`src/rtl/hdlc_rxp_pkg.sv`:
```
package hdlc_rxp_pkg;

    // Outcome flags that accompany the close strobe
    typedef struct packed {
        logic whole;
        logic crc_ok;
        logic aborted;
    } close_info_t;

    // Status byte layout: 7 whole, 6 data dropped, 5 FCS good, 4 aborted
    function automatic logic [7:0] make_status(input close_info_t info, input logic dropped);
        return {info.whole, dropped, info.crc_ok, info.aborted, 4'b0000};
    endfunction

endpackage

```
`src/rtl/rxp_store.sv`:
```
module rxp_store #(
    parameter int DEPTH = 64,
    parameter int AW    = $clog2(DEPTH)
) (
    input  logic          clk,
    input  logic          rst_n,
    input  logic          wr_en,
    input  logic [7:0]    wr_data,
    input  logic          rd_en,
    output logic [7:0]    rd_data,
    output logic          rd_valid,
    output logic [AW:0]   level
);

    typedef struct packed {
        logic [AW-1:0] wp;
        logic [AW-1:0] rp;
        logic [AW:0]   cnt;
    } store_t;

    store_t st_d, st_q;
    logic   pop;
    logic [7:0] mem [DEPTH];

    always_comb begin
        st_d = st_q;
        pop  = rd_en && (st_q.cnt != '0);
        if (wr_en) st_d.wp = st_q.wp + 1'b1;
        if (pop)   st_d.rp = st_q.rp + 1'b1;
        st_d.cnt = st_q.cnt + (AW+1)'(wr_en) - (AW+1)'(pop);
    end

    always_ff @(posedge clk or negedge rst_n) begin
        if (!rst_n) st_q <= '0;
        else        st_q <= st_d;
    end

    // Storage array carries no reset; occupancy guards every read
    always_ff @(posedge clk) begin
        if (wr_en) mem[st_q.wp] <= wr_data;
    end

    assign rd_data  = mem[st_q.rp];
    assign rd_valid = (st_q.cnt != '0);
    assign level    = st_q.cnt;

endmodule

```
`src/rtl/rxp_frame_ctl.sv`:
```
module rxp_frame_ctl
    import hdlc_rxp_pkg::*;
#(
    parameter int DEPTH = 64,
    parameter int POOL  = 32,
    parameter int AW    = $clog2(DEPTH),
    parameter int CW    = $clog2(POOL)
) (
    input  logic          clk,
    input  logic          rst_n,
    input  logic          byte_valid,
    input  logic [7:0]    byte_data,
    input  logic          close,
    input  close_info_t   info,
    input  logic [AW:0]   level,
    output logic          wr_en,
    output logic [7:0]    wr_data,
    output logic          pool_full,
    output logic          msg_end,
    output logic          frame_lost,
    output logic [CW-1:0] part_count
);

    localparam logic [AW:0]   FULL_LVL = (AW+1)'(DEPTH);
    localparam logic [AW:0]   DATA_LIM = (AW+1)'(DEPTH - 1);
    localparam logic [CW-1:0] LAST_IDX = CW'(POOL - 1);

    typedef struct packed {
        logic [CW-1:0] chunk;
        logic          dropped;
        logic          pool_ev;
        logic          end_ev;
        logic          lost_ev;
        logic [CW-1:0] cnt;
    } ctl_t;

    ctl_t c_d, c_q;

    always_comb begin
        c_d         = c_q;
        c_d.pool_ev = 1'b0;
        c_d.end_ev  = 1'b0;
        c_d.lost_ev = 1'b0;
        wr_en       = 1'b0;
        wr_data     = byte_data;
        if (close) begin
            if (level < FULL_LVL) begin
                wr_en      = 1'b1;
                wr_data    = make_status(info, c_q.dropped);
                c_d.end_ev = 1'b1;
                c_d.cnt    = c_q.chunk + 1'b1;
            end else begin
                c_d.lost_ev = 1'b1;
            end
            c_d.chunk   = '0;
            c_d.dropped = 1'b0;
        end else if (byte_valid) begin
            if (level < DATA_LIM) begin
                wr_en = 1'b1;
                if (c_q.chunk == LAST_IDX) begin
                    c_d.pool_ev = 1'b1;
                    c_d.chunk   = '0;
                end else begin
                    c_d.chunk = c_q.chunk + 1'b1;
                end
            end else begin
                c_d.dropped = 1'b1;
            end
        end
    end

    always_ff @(posedge clk or negedge rst_n) begin
        if (!rst_n) c_q <= '0;
        else        c_q <= c_d;
    end

    assign pool_full  = c_q.pool_ev;
    assign msg_end    = c_q.end_ev;
    assign frame_lost = c_q.lost_ev;
    assign part_count = c_q.cnt;

endmodule

```
`src/rtl/hdlc_rx_pool.sv`:
```
module hdlc_rx_pool
    import hdlc_rxp_pkg::*;
#(
    parameter int DEPTH = 64,
    parameter int POOL  = 32,
    localparam int AW   = $clog2(DEPTH),
    localparam int CW   = $clog2(POOL)
) (
    input  logic          clk,
    input  logic          rst_n,
    input  logic          rx_byte_valid,
    input  logic [7:0]    rx_byte,
    input  logic          rx_close,
    input  logic          rx_whole,
    input  logic          rx_crc_ok,
    input  logic          rx_abort,
    input  logic          rd_en,
    output logic [7:0]    rd_data,
    output logic          rd_valid,
    output logic          pool_full,
    output logic          msg_end,
    output logic          frame_lost,
    output logic [CW-1:0] part_count
);

    logic        wr_en;
    logic [7:0]  wr_data;
    logic [AW:0] fill_level;
    close_info_t info;

    assign info = '{whole: rx_whole, crc_ok: rx_crc_ok, aborted: rx_abort};

    rxp_frame_ctl #(.DEPTH(DEPTH), .POOL(POOL)) u_ctl (
        .clk        (clk),
        .rst_n      (rst_n),
        .byte_valid (rx_byte_valid),
        .byte_data  (rx_byte),
        .close      (rx_close),
        .info       (info),
        .level      (fill_level),
        .wr_en      (wr_en),
        .wr_data    (wr_data),
        .pool_full  (pool_full),
        .msg_end    (msg_end),
        .frame_lost (frame_lost),
        .part_count (part_count)
    );

    rxp_store #(.DEPTH(DEPTH)) u_store (
        .clk      (clk),
        .rst_n    (rst_n),
        .wr_en    (wr_en),
        .wr_data  (wr_data),
        .rd_en    (rd_en),
        .rd_data  (rd_data),
        .rd_valid (rd_valid),
        .level    (fill_level)
    );

endmodule

```
`config.mk`:
```
export PLATFORM = sky130hd
export DESIGN_NAME = hdlc_rx_pool
export DESIGN_NICKNAME = d
export VERILOG_FILES = /design/src/rtl/hdlc_rxp_pkg.sv /design/src/rtl/rxp_store.sv /design/src/rtl/rxp_frame_ctl.sv /design/src/rtl/hdlc_rx_pool.sv
export SDC_FILE = /design/constraint.sdc
export NUM_CORES = 1
export LEC_CHECK = 0
export ABC_AREA = 1
export BUFFER_PORTS_ARGS = -buffer_cell sky130_fd_sc_hd__buf_2
export CORE_ASPECT_RATIO = 0.75
export CORE_MARGIN = 1.5
export CORE_UTILIZATION = 60
export CTS_CLUSTER_SIZE = 16
export DETAILED_ROUTE_END_ITERATION = 10
export MAX_ROUTING_LAYER = met4
export PLACE_DENSITY = 0.86
export SKIP_CTS_REPAIR_TIMING = 1
export SLEW_MARGIN = 20
export SYNTH_ARGS = -nofsm -noshare
export SYNTH_HDL_FRONTEND = slang
export SYNTH_SLANG_ARGS = --single-unit
```
`constraint.sdc`:
```
create_clock -name clk -period 4.5 [get_ports clk]
set_input_delay 0.9 -clock clk [delete_from_list [all_inputs] [get_ports clk]]
set_output_delay 0.9 -clock clk [all_outputs]
set_load 0.02 [all_outputs]
```
==> results.ini, run 1 <==
[run_status]
status=finished, final reports clean

[critical_path]
cp_common_cell=nand2_1
crit_path_start=u_store.st_q[7]
worstSetupStartpointType=flop
slowest_delay_ns=0.52
worstSetupPathType=reg -> out
r2r_end=u_store.level[6]
rr_worst_depth=16
critPathSlowestCell=dfrtp_4
cp-end-kind=primary output
critical_path.endpoint=rd_data[1]
required_ns=3.60
reg2reg_slack_ns=1.39
critPathMaxFanout=76
r2r_start=u_store.level[2]
arrival_ns=3.06
critical_path.cell_chain=inv_6 -> buf_12 -> nand2_1 -> nand2_1 -> nand2_1 -> a21oi_1 -> nor2_1 -> nand2_1 -> nand3_1 -> nand2_1 -> buf_2

[drt]
wl_per_cell_um=20.8
wl_mm=57.4
initialDrtViolationCount=2625
vias=16500
viasPerCell=5.96
ant_nets=0
drt-pass1-iter-count=7
post-route-drc-count=0

[grt]
grt_pass1_vias=16000
grt_pass1_wl_mm=87.9
grt_overflow=0
grt_max_degree=185
antenna_found_initial=2
grt_use_total_pct=29.8

[cells_and_area]
final_nets=2244
n_fill_cell=2528
area_growth_pct=10.4
drive_above_1_share_pct=8.05
regArea_um2=16200
instances_no_fill=2762
multi_input_area_um2=5820

[clocking]
cts_tree=built
clockBufferDepth=3
clkSinkCount=545
clock_latency_ns=0.58
path_clk_slew_ns=0.06
h-tree-depth=2
clock-root-buffer=clkbuf_16
cts_buffers=48

[synth]
ys_seq_area_share_pct=69.5
syn_inst=2176
async_flop_share_pct=6.06
syn_area_per_cell_um2=10.7
synth_area_leader_cell=edfxtp_1
syn_area_um2=23300
yosysUniqueCellTypes=30
synthesis.nets=2209
yosysWarnings=0
synth-edff-count=512
synth_flop_cell=edfxtp_1
ys_top_cells_by_area=edfxtp_1, nand2_1, nand3_1
ys_seq_elements=545
synth_top_area_share_pct=66.0

[timing]
max-slew-margin-rel_pct=31.3
worst_slew_pin_slew_ns=1.03
fin_tns_setup_ns=0
finalHoldViolCount=0
rsz0062_at_grt=false
fmax_ghz=0.253
slew_violations=0
skew_ns=0.0243
setup_viol=0
fin_crit_sh_pct=87.9
timing.final.crit_period_ns=3.96

[floorplanning]
dieArea_um2=40000
core_area_um2=38200
dieWidth_um=231
io_pins=33
die_h_um=174
core.rowCount=62
start_util_pct=60.9

[place]
gp_congestion=0.927
dp.cells=2672
port_buffers=32
hpwl_mm=33.4

[pwr]
leakage_uw=0.0103
p_per_area_nw_per_um2=642
peakVddDrop_v=0.000681

[worst_hold_path]
hp-class=in -> async

[run]
cap_viol_max_count=0

==> cell families (layout without fill, tap and decap cells) <==
group	count (synthesis)	in the layout	share of synthesized area, %
AND/OR/NAND/NOR	1188	1188	21.0
flip-flops	545	545	69.5
buffers and inverters	318	390	5.69
AO/OA/AOI/OAI	92	92	2.24
adder cells (fa/ha/maj)	17	17	0.945
XOR/XNOR	15	15	0.564
multiplexers	1	1	0.0430
other	0	2	0
==> metrics by stage <==
step	util (%)	worst slack (ns)	hold slack [ns]	area (µm²)	total power, µW
2_1_floorplan	-	0.894	0.454	23300	10300
3_3_place_gp	63.1	1.11	0.475	24100	12000
3_5_place_dp	63.1	0.942	0.482	24100	12200
4_1_cts	67.2	0.489	0.414	25700	16300
5_1_grt	67.3	0.447	0.463	25700	17200
6_report	67.3	0.545	0.411	25700	16500
==> report_power, final <==
group | switching (µW) | leakage [µW] | internal, µW | total [µW]
clock network | 1770 | 0.000754 | 2330 | 4110
registers | 216 | 0.00505 | 6110 | 6330
logic | 4490 | 0.00446 | 1600 | 6090
==> worst max-delay path, delay by kind of cell, from the launching register on <==
| family | cells | cell delay [ns] |
|---|---|---|
| AOI/OAI and AO/OA | 1 | 0.20 |
| buffers and inverters | 3 | 0.93 |
| and+or+nand+nor | 7 | 0.79 |
| DFF | 1 | 0.52 |
==> state kept, by name (all words and copies together) (netlist names) <==
signal            flops
u_ctl.c_q             6
u_store.st_q         12
u_ctl.pool_full       1
u_ctl.frame_lost      1
u_store.mem         512
u_ctl.part_count      5
u_store.level         7
u_ctl.msg_end         1
==> routing by layer <==
| layer | share of wire, % | vias to the layer above | GRT usage (%) |
|---|---|---|---|
| met5 | 0 | - | - |
| met4 | 3.3 | 0 | 10.9 |
| met3 | 14 | 168 | 6.91 |
| met2 | 46 | 1231 | 44.3 |
| met1 | 37 | 7735 | 40.5 |
| li1 | - | 7321 | - |
==> worst min path at each step <==
| stage | slack [ns] | end | startpoint | cells after the start |
|---|---|---|---|---|
| CTS | 0.41 | u_store.st_q[9] | rst_n | 1 |
| floorplan | 0.45 | u_ctl.part_count[0] | u_ctl.part_count[0] | 2 |
| finish | 0.41 | u_store.level[5] | rst_n | 1 |
| global placement | 0.48 | u_ctl.part_count[2] | u_ctl.part_count[2] | 2 |
| detailed placement | 0.48 | u_ctl.part_count[4] | u_ctl.part_count[4] | 2 |
| global route | 0.46 | u_store.st_q[9] | rst_n | 1 |
==> cell usage in the layout (no fill, tap or decap), types with 2 or more instances in the layout <==
cell type / netlist / routed
a21oi_1: 37 / 37
buf_12: 0 / 4
buf_2: 64 / 32
buf_4: 12 / 62
bufinv_16: 0 / 5
clkbuf_1: 25 / 19
clkbuf_16: 0 / 50
clkinv_1: 2 / 6
clkinv_2: 0 / 9
dfrtp_1: 33 / 31
dfrtp_4: 0 / 2
diode_2: 0 / 2
edfxtp_1: 512 / 512
ha_1: 16 / 16
inv_1: 200 / 199
nand2_1: 731 / 728
nand2_2: 1 / 4
nand3_1: 285 / 285
nand4_1: 8 / 8
nor2_1: 148 / 144
nor2_4: 1 / 5
nor3_1: 5 / 5
nor4_1: 6 / 6
o211ai_1: 24 / 24
o21ai_0: 30 / 29
xor2_1: 14 / 14
==> cells in the mapped netlist (all sizes together) (2+ instances only) <==
cell type and count:
nand2 733, inv 202, nand3 285, buf 89, nor3 5, o21ai 30, nor4 6, nand4 9
edfxtp 512, clkbuf 25, o211ai 24, xor2 14, clkinv 2, dfrtp 33, nor2 149, ha 16
a21oi 37
==> cell type report <==
class / instances / area share [%]
Antenna cell: 2 / 0.0195
Clock buffer: 69 / 5.14
Clock inverter: 18 / 0.861
Inverter: 204 / 3.00
Multi-Input combinational cell: 1313 / 22.6
Sequential cell: 545 / 63.0
Tap cell: 512 / 2.49
Timing Repair Buffer: 99 / 2.85
No activity file was read; power rests on OpenSTA's default activity.
==> run 2: changes to the inputs <==
--- a/config.mk
+++ b/config.mk
@@ -18,4 +18,5 @@
 export SLEW_MARGIN = 20
 export SYNTH_ARGS = -nofsm -noshare
 export SYNTH_HDL_FRONTEND = slang
+export SYNTH_HIERARCHICAL = 1
 export SYNTH_SLANG_ARGS = --single-unit
==> run 2 against run 1 <==
Cell count up 0.40%. Power is 0.42% lower. Global-route usage rose by 0.66 points. Critical endpoint is now rd_data[3]. Count of clock-buffer cells in the layout decreased by 9. Critical path depth shrank 2.
==> results.ini, run 2 <==
[cells_and_area]
n_fill_cell=2553
regArea_um2=16200
largest_register_ffs=512
instances_no_fill=2773
final_common_cell=nand2_1
area_growth_pct=9.04
regMostFlops=u_store/mem
mostFrequentLayoutCells=nand2_1, edfxtp_1, nand3_1, inv_1, nor2_1
drive_above_1_share_pct=7.39
final_nets=2253
multi_input_area_um2=5840

[critical_path]
crit_buf_inv=3
critical_path.cell_chain=inv_1 -> nand2_1 -> buf_4 -> a21oi_1 -> nor2_1 -> nand2_1 -> nand3_1 -> nand2_1 -> buf_2
slowest_delay_ns=0.85
required_ns=3.60
critPathSlowestCell=dfrtp_1
cpLargestDelayFamily=simple AND/OR/NAND/NOR gates
cp-end-kind=primary output
critPathMaxFanout=19
worstSetupPathType=reg -> out
cp_common_cell=nand2_1
arrival_ns=3.37
worstSetupStartpointType=flop

[synth]
synth-edff-count=512
async_flop_share_pct=6.06
ys_seq_elements=545
synth_area_leader_cell=edfxtp_1
ys_top_cells_by_area=edfxtp_1, nand2_1, nand3_1
yosysMostFrequentCell=nand2_1
syn_area_per_cell_um2=10.6
synth_commonest_cells=nand2_1, edfxtp_1, nand3_1, inv_1, nor2_1
synthesis.nets=2240
ys_seq_area_share_pct=69.0
synth_flop_cell=edfxtp_1
yosysUniqueCellTypes=30
syn_inst=2210
yosysWarnings=6
synth_top_area_share_pct=65.5
syn_area_um2=23500

[pwr]
p_switching_uw=6520
p_sw_share_pct=39.7
pwr-share-clk_pct=24.7
p_per_area_nw_per_um2=643
leakage_uw=0.0103
peakVddDrop_v=0.000591
seqPwrFrac_pct=39.0
combPwrFrac_pct=36.3
p_int_uw=9930

[run]
cap_viol_max_count=0

[floorplanning]
start_util_pct=61.2
core.rowCount=62
core_area_um2=38400
die_h_um=174
dieArea_um2=40300
io_pins=33
dieWidth_um=231

[place]
dp.cells=2685
hpwl_mm=33.9
pre_cts_ws_ns=0.561
gp_congestion=0.950
port_buffers=32

[clocking]
path_clk_slew_ns=0.07
cts_tree=built
clkSinkCount=545
h-tree-depth=2
clock-root-buffer=clkbuf_16
clock_latency_ns=0.58
cts_buffers=48
clockBufferDepth=3

[timing]
skew_ns=0.0207
fin_tns_setup_ns=0
slew_violations=0
postLayoutSetupSlackWorst_ns=0.231
setup_viol=0
fmax_ghz=0.234
fin_crit_sh_pct=94.9
finalHoldViolCount=0
worst_slew_pin_slew_ns=0.915
max-slew-margin-rel_pct=39.0
timing.final.crit_period_ns=4.27
timing.hold.ws_ns=0.438
rsz0062_at_grt=false

[run_status]
status=finished, final reports clean

[drt]
wl_mm=59.4
initialDrtViolationCount=2542
viasPerCell=6.00
vias=16600
ant_nets=0
wl_per_cell_um=21.4
post-route-drc-count=0
drt-pass1-iter-count=6

[grt]
grt_use_total_pct=30.4
grt_max_degree=149
grt_pass1_wl_mm=89.7
antenna_found_initial=1
grt_overflow=0
grt_pass1_vias=16200

[worst_hold_path]
hp-class=in -> async

## run 2: cell types whose count changed after synthesis, moves of 6 or more
| cell | before | now |
|---|---|---|
| buf_4 | 12 | 19 |
| nor4_1 | 6 | 0 |
| nand2_1 | 731 | 761 |
| nor2_1 | 148 | 156 |
| clkbuf_1 | 25 | 18 |
| o21ai_0 | 30 | 15 |
| o21ai_1 | 0 | 7 |
| buf_6 | 1 | 14 |
## run 2: path summary, 6_finish.rpt
kind / cells after the start / from / slack (ns) / endpoint
setup / recovery: 9 / u_store/st_q[9] / 0.23 / rd_data[3]
hold / removal: 1 / rst_n / 0.44 / u_store/st_q[7]
setup reg to reg: 5 / u_store/level[6] / 0.94 / u_store/mem[16][1]
hold reg to reg: 2 / u_ctl/part_count[0] / 0.49 / u_ctl/part_count[0]
max in group asynchronous: 1 / rst_n / 3.45 / u_store/st_q[8]
min in group clk: 2 / u_ctl/part_count[0] / 0.49 / u_ctl/part_count[0]
## run 2: cell type report
| type | count | area share, % |
|---|---|---|
| well taps | 512 | 2.50 |
| clock inverters | 27 | 0.977 |
| diodes | 1 | 0.00977 |
| clock buffers | 60 | 4.95 |
| flip-flops and latches | 545 | 63.3 |
| inverters | 210 | 3.10 |
| repair buffers | 83 | 2.37 |
| multi-input cells | 1335 | 22.8 |
## run 2: power by group through the flow
stage	registers, µW	clock network (µW)	logic [µW]
2_1_floorplan	6330	0	4090
3_3_place_gp	6480	0	5460
3_5_place_dp	6500	0	5650
4_1_cts	6400	4080	5760
5_1_grt	6440	4260	6370
6_report	6410	4060	5970
## run 2: logic make-up (layout without fill, tap and decap cells)
kind of cell | Yosys count | after routing | synth area share [%]
and+or+nand+nor | 1222 | 1222 | 21.3
DFF | 545 | 545 | 69.0
buffers and inverters | 330 | 380 | 6.35
AOI/OAI and AO/OA | 85 | 85 | 2.11
adders and majority gates | 14 | 14 | 0.778
xor gates and xnor gates | 14 | 14 | 0.522
other | 0 | 1 | 0
## run 2: per-stage QoR
stage	util, %	total power (µW)	area (µm²)
after floorplan	-	10400	23500
after global placement	62.7	11900	24100
after detailed placement	62.7	12200	24100
after CTS	66.7	16200	25600
after global routing	66.7	17100	25600
final	66.7	16500	25600
## run 2: metal layers
layer	track usage (%)	routed length [µm]
met1	39.2	21300
met2	45.2	27200
met3	9.12	8390
met4	13.0	2570
met5	-	0
==> run 3: changes to the inputs <==
--- a/config.mk
+++ b/config.mk
@@ -14,9 +14,11 @@
 export DETAILED_ROUTE_END_ITERATION = 10
 export MAX_ROUTING_LAYER = met4
 export PLACE_DENSITY = 0.86
+export REMOVE_ABC_BUFFERS = 1
 export SKIP_CTS_REPAIR_TIMING = 1
 export SLEW_MARGIN = 20
 export SYNTH_ARGS = -nofsm -noshare
 export SYNTH_HDL_FRONTEND = slang
 export SYNTH_HIERARCHICAL = 1
 export SYNTH_SLANG_ARGS = --single-unit
+export TNS_END_PERCENT = 10
==> constraint.sdc (replaced) <==
create_clock -name clk -period 4.5 [get_ports clk]
set_input_delay 0.45 -clock clk [delete_from_list [all_inputs] [get_ports clk]]
set_output_delay 0.45 -clock clk [all_outputs]
set_load 0.02 [all_outputs]
==> run 3 against run 2 <==
The flow now finishes with violations (hold timing). Die area is the same. Power grew 2.1%. Non-clock buffer count shrank 13. Global-route usage shrank 0.79 points. Worst setup slack gained 0.24 ns. Critical path depth grew 2. Wire length shrank 2.9%. Flip-flop and latch count is the same. Critical endpoint is now rd_data[0]. Sequential power shrank 0.8%. Cell area grew 0.50%. Register-to-register slack gained 0.02 ns.
==> results.ini, run 3 (synthesis results as in run 2) <==
[run_status]
status=finished with violations
violations=hold timing

[floorplanning]
start_util_pct=61.2
core.rowCount=62
core_area_um2=38400
dieWidth_um=231
die_h_um=174
io_pins=33
dieArea_um2=40300

[pwr]
p_per_area_nw_per_um2=653
p_total_uw=16800
peakVddDrop_v=0.00107
leakage_uw=0.0103

[timing]
finalHoldViolCount=30
slew_violations=0
timing.final.crit_period_ns=4.03
rsz0062_at_grt=false
fin_tns_setup_ns=0
skew_ns=0.0173
timing.hold.ws_ns=-0.0270
fmax_ghz=0.248
fin_crit_sh_pct=89.4
setup_viol=0
max-slew-margin-rel_pct=28.2
worst_slew_pin_slew_ns=1.07
postLayoutSetupSlackWorst_ns=0.475

[place]
hpwl_mm=33.5
port_buffers=32
gp_congestion=0.936
pre_cts_ws_ns=0.947
post_dp_cell_area_um2=24000

[critical_path]
crit_buf_inv=3
worstSetupPathType=reg -> out
r2r_end=u_store/mem[25][6]
cp_common_cell=nand2_1
worstSetupStartpointType=flop
slowest_delay_ns=0.52
critPathSlowestCell=buf_12
critPathMaxFanout=160
reg2reg_slack_ns=0.96
rr_worst_depth=5
r2r_start=u_store/level[6]
cp-end-kind=primary output
cpLargestDelayFamily=buffers and inverters
critical_path.cell_chain=buf_4 -> buf_12 -> nand2_1 -> nand2_1 -> nand2_1 -> a21oi_1 -> nor2_1 -> nand2_1 -> nand3_1 -> nand2_1 -> buf_2
required_ns=4.05
arrival_ns=3.58

[cells_and_area]
insertedDiodeCount=0
final_nets=2242
utilization_pct=67.0
final_common_cell=nand2_1
final_area_um2=25700
drive_above_1_share_pct=7.06
area_growth_pct=9.59
regMostFlops=u_store/mem
largest_register_ffs=512
mostFrequentLayoutCells=nand2_1, edfxtp_1, nand3_1, inv_1, nor2_1

[clocking]
clockBufferDepth=3
cts_buffers=50
clock-root-buffer=clkbuf_16
path_clk_slew_ns=0.06
cts_tree=built
h-tree-depth=2
clkSinkCount=545
clock_latency_ns=0.57

[drt]
initialDrtViolationCount=2594
post-route-drc-count=0
ant_nets=0
viasPerCell=5.95
wl_per_cell_um=20.9
drt-pass1-iter-count=7
vias=16400
wl_mm=57.7

[grt]
grt_use_total_pct=29.7
grt_overflow=0
grt_pass1_wl_mm=87.8
antenna_found_initial=0
grt_max_degree=161
grt_pass1_vias=15800

[run]
cap_viol_max_count=0

[worst_hold_path]
hp-class=in -> async

## run 3: cell types whose count changed in the layout (fill, tap and decap cells not counted), sizes merged
| cell | change |
|---|---|
| bufinv | +5 |
| clkbuf | +3 |
| clkinv | -6 |
| buf | -13 |
| clkinvlp | +2 |
| diode | -1 |
## run 3: per-layer routing
metal	GRT usage [%]	wire length, µm
met2	44.5	26500
met4	11.3	2260
met1	40.9	21400
met3	5.09	7540
met5	-	0
## run 3: worst max path at each step
stage                    startpoint  cells after the start            endpoint
floorplan           u_store/st_q[7]                      8          rd_data[1]
global placement           rx_close                      7  u_store/mem[25][4]
detailed placement         rx_close                      7  u_store/mem[25][5]
CTS                 u_store/st_q[7]                     11          rd_data[0]
global route        u_store/st_q[7]                     11          rd_data[0]
finish              u_store/st_q[7]                     11          rd_data[0]
## run 3: area by class of cell
| type | count | area [µm²] |
|---|---|---|
| Sequential cell | 545 | 16200 |
| Clock inverter | 28 | 380 |
| Fill cell | 2535 | 12700 |
| Multi-Input combinational cell | 1335 | 5850 |
| Timing Repair Buffer | 70 | 495 |
| Inverter | 210 | 795 |
| Clock buffer | 63 | 1360 |
| Tap cell | 512 | 641 |
## run 3: stage by stage
stage | hold slack, ns | std cells
floorplan | 0.154 | 2090
global placement | 0.456 | 2671
detailed placement | 0.460 | 2671
CTS | -0.00745 | 2762
global route | 0.0312 | 2763
finish | -0.0270 | 2763
## run 3: where the power goes
| part | total (µW) | leakage, µW | switching [µW] | internal, µW |
|---|---|---|---|---|
| combinational | 5930 | 0.00441 | 4410 | 1520 |
| sequential | 6360 | 0.00505 | 251 | 6110 |
| clock | 4500 | 0.000841 | 1800 | 2710 |
| total | 16800 | 0.0103 | 6450 | 10300 |
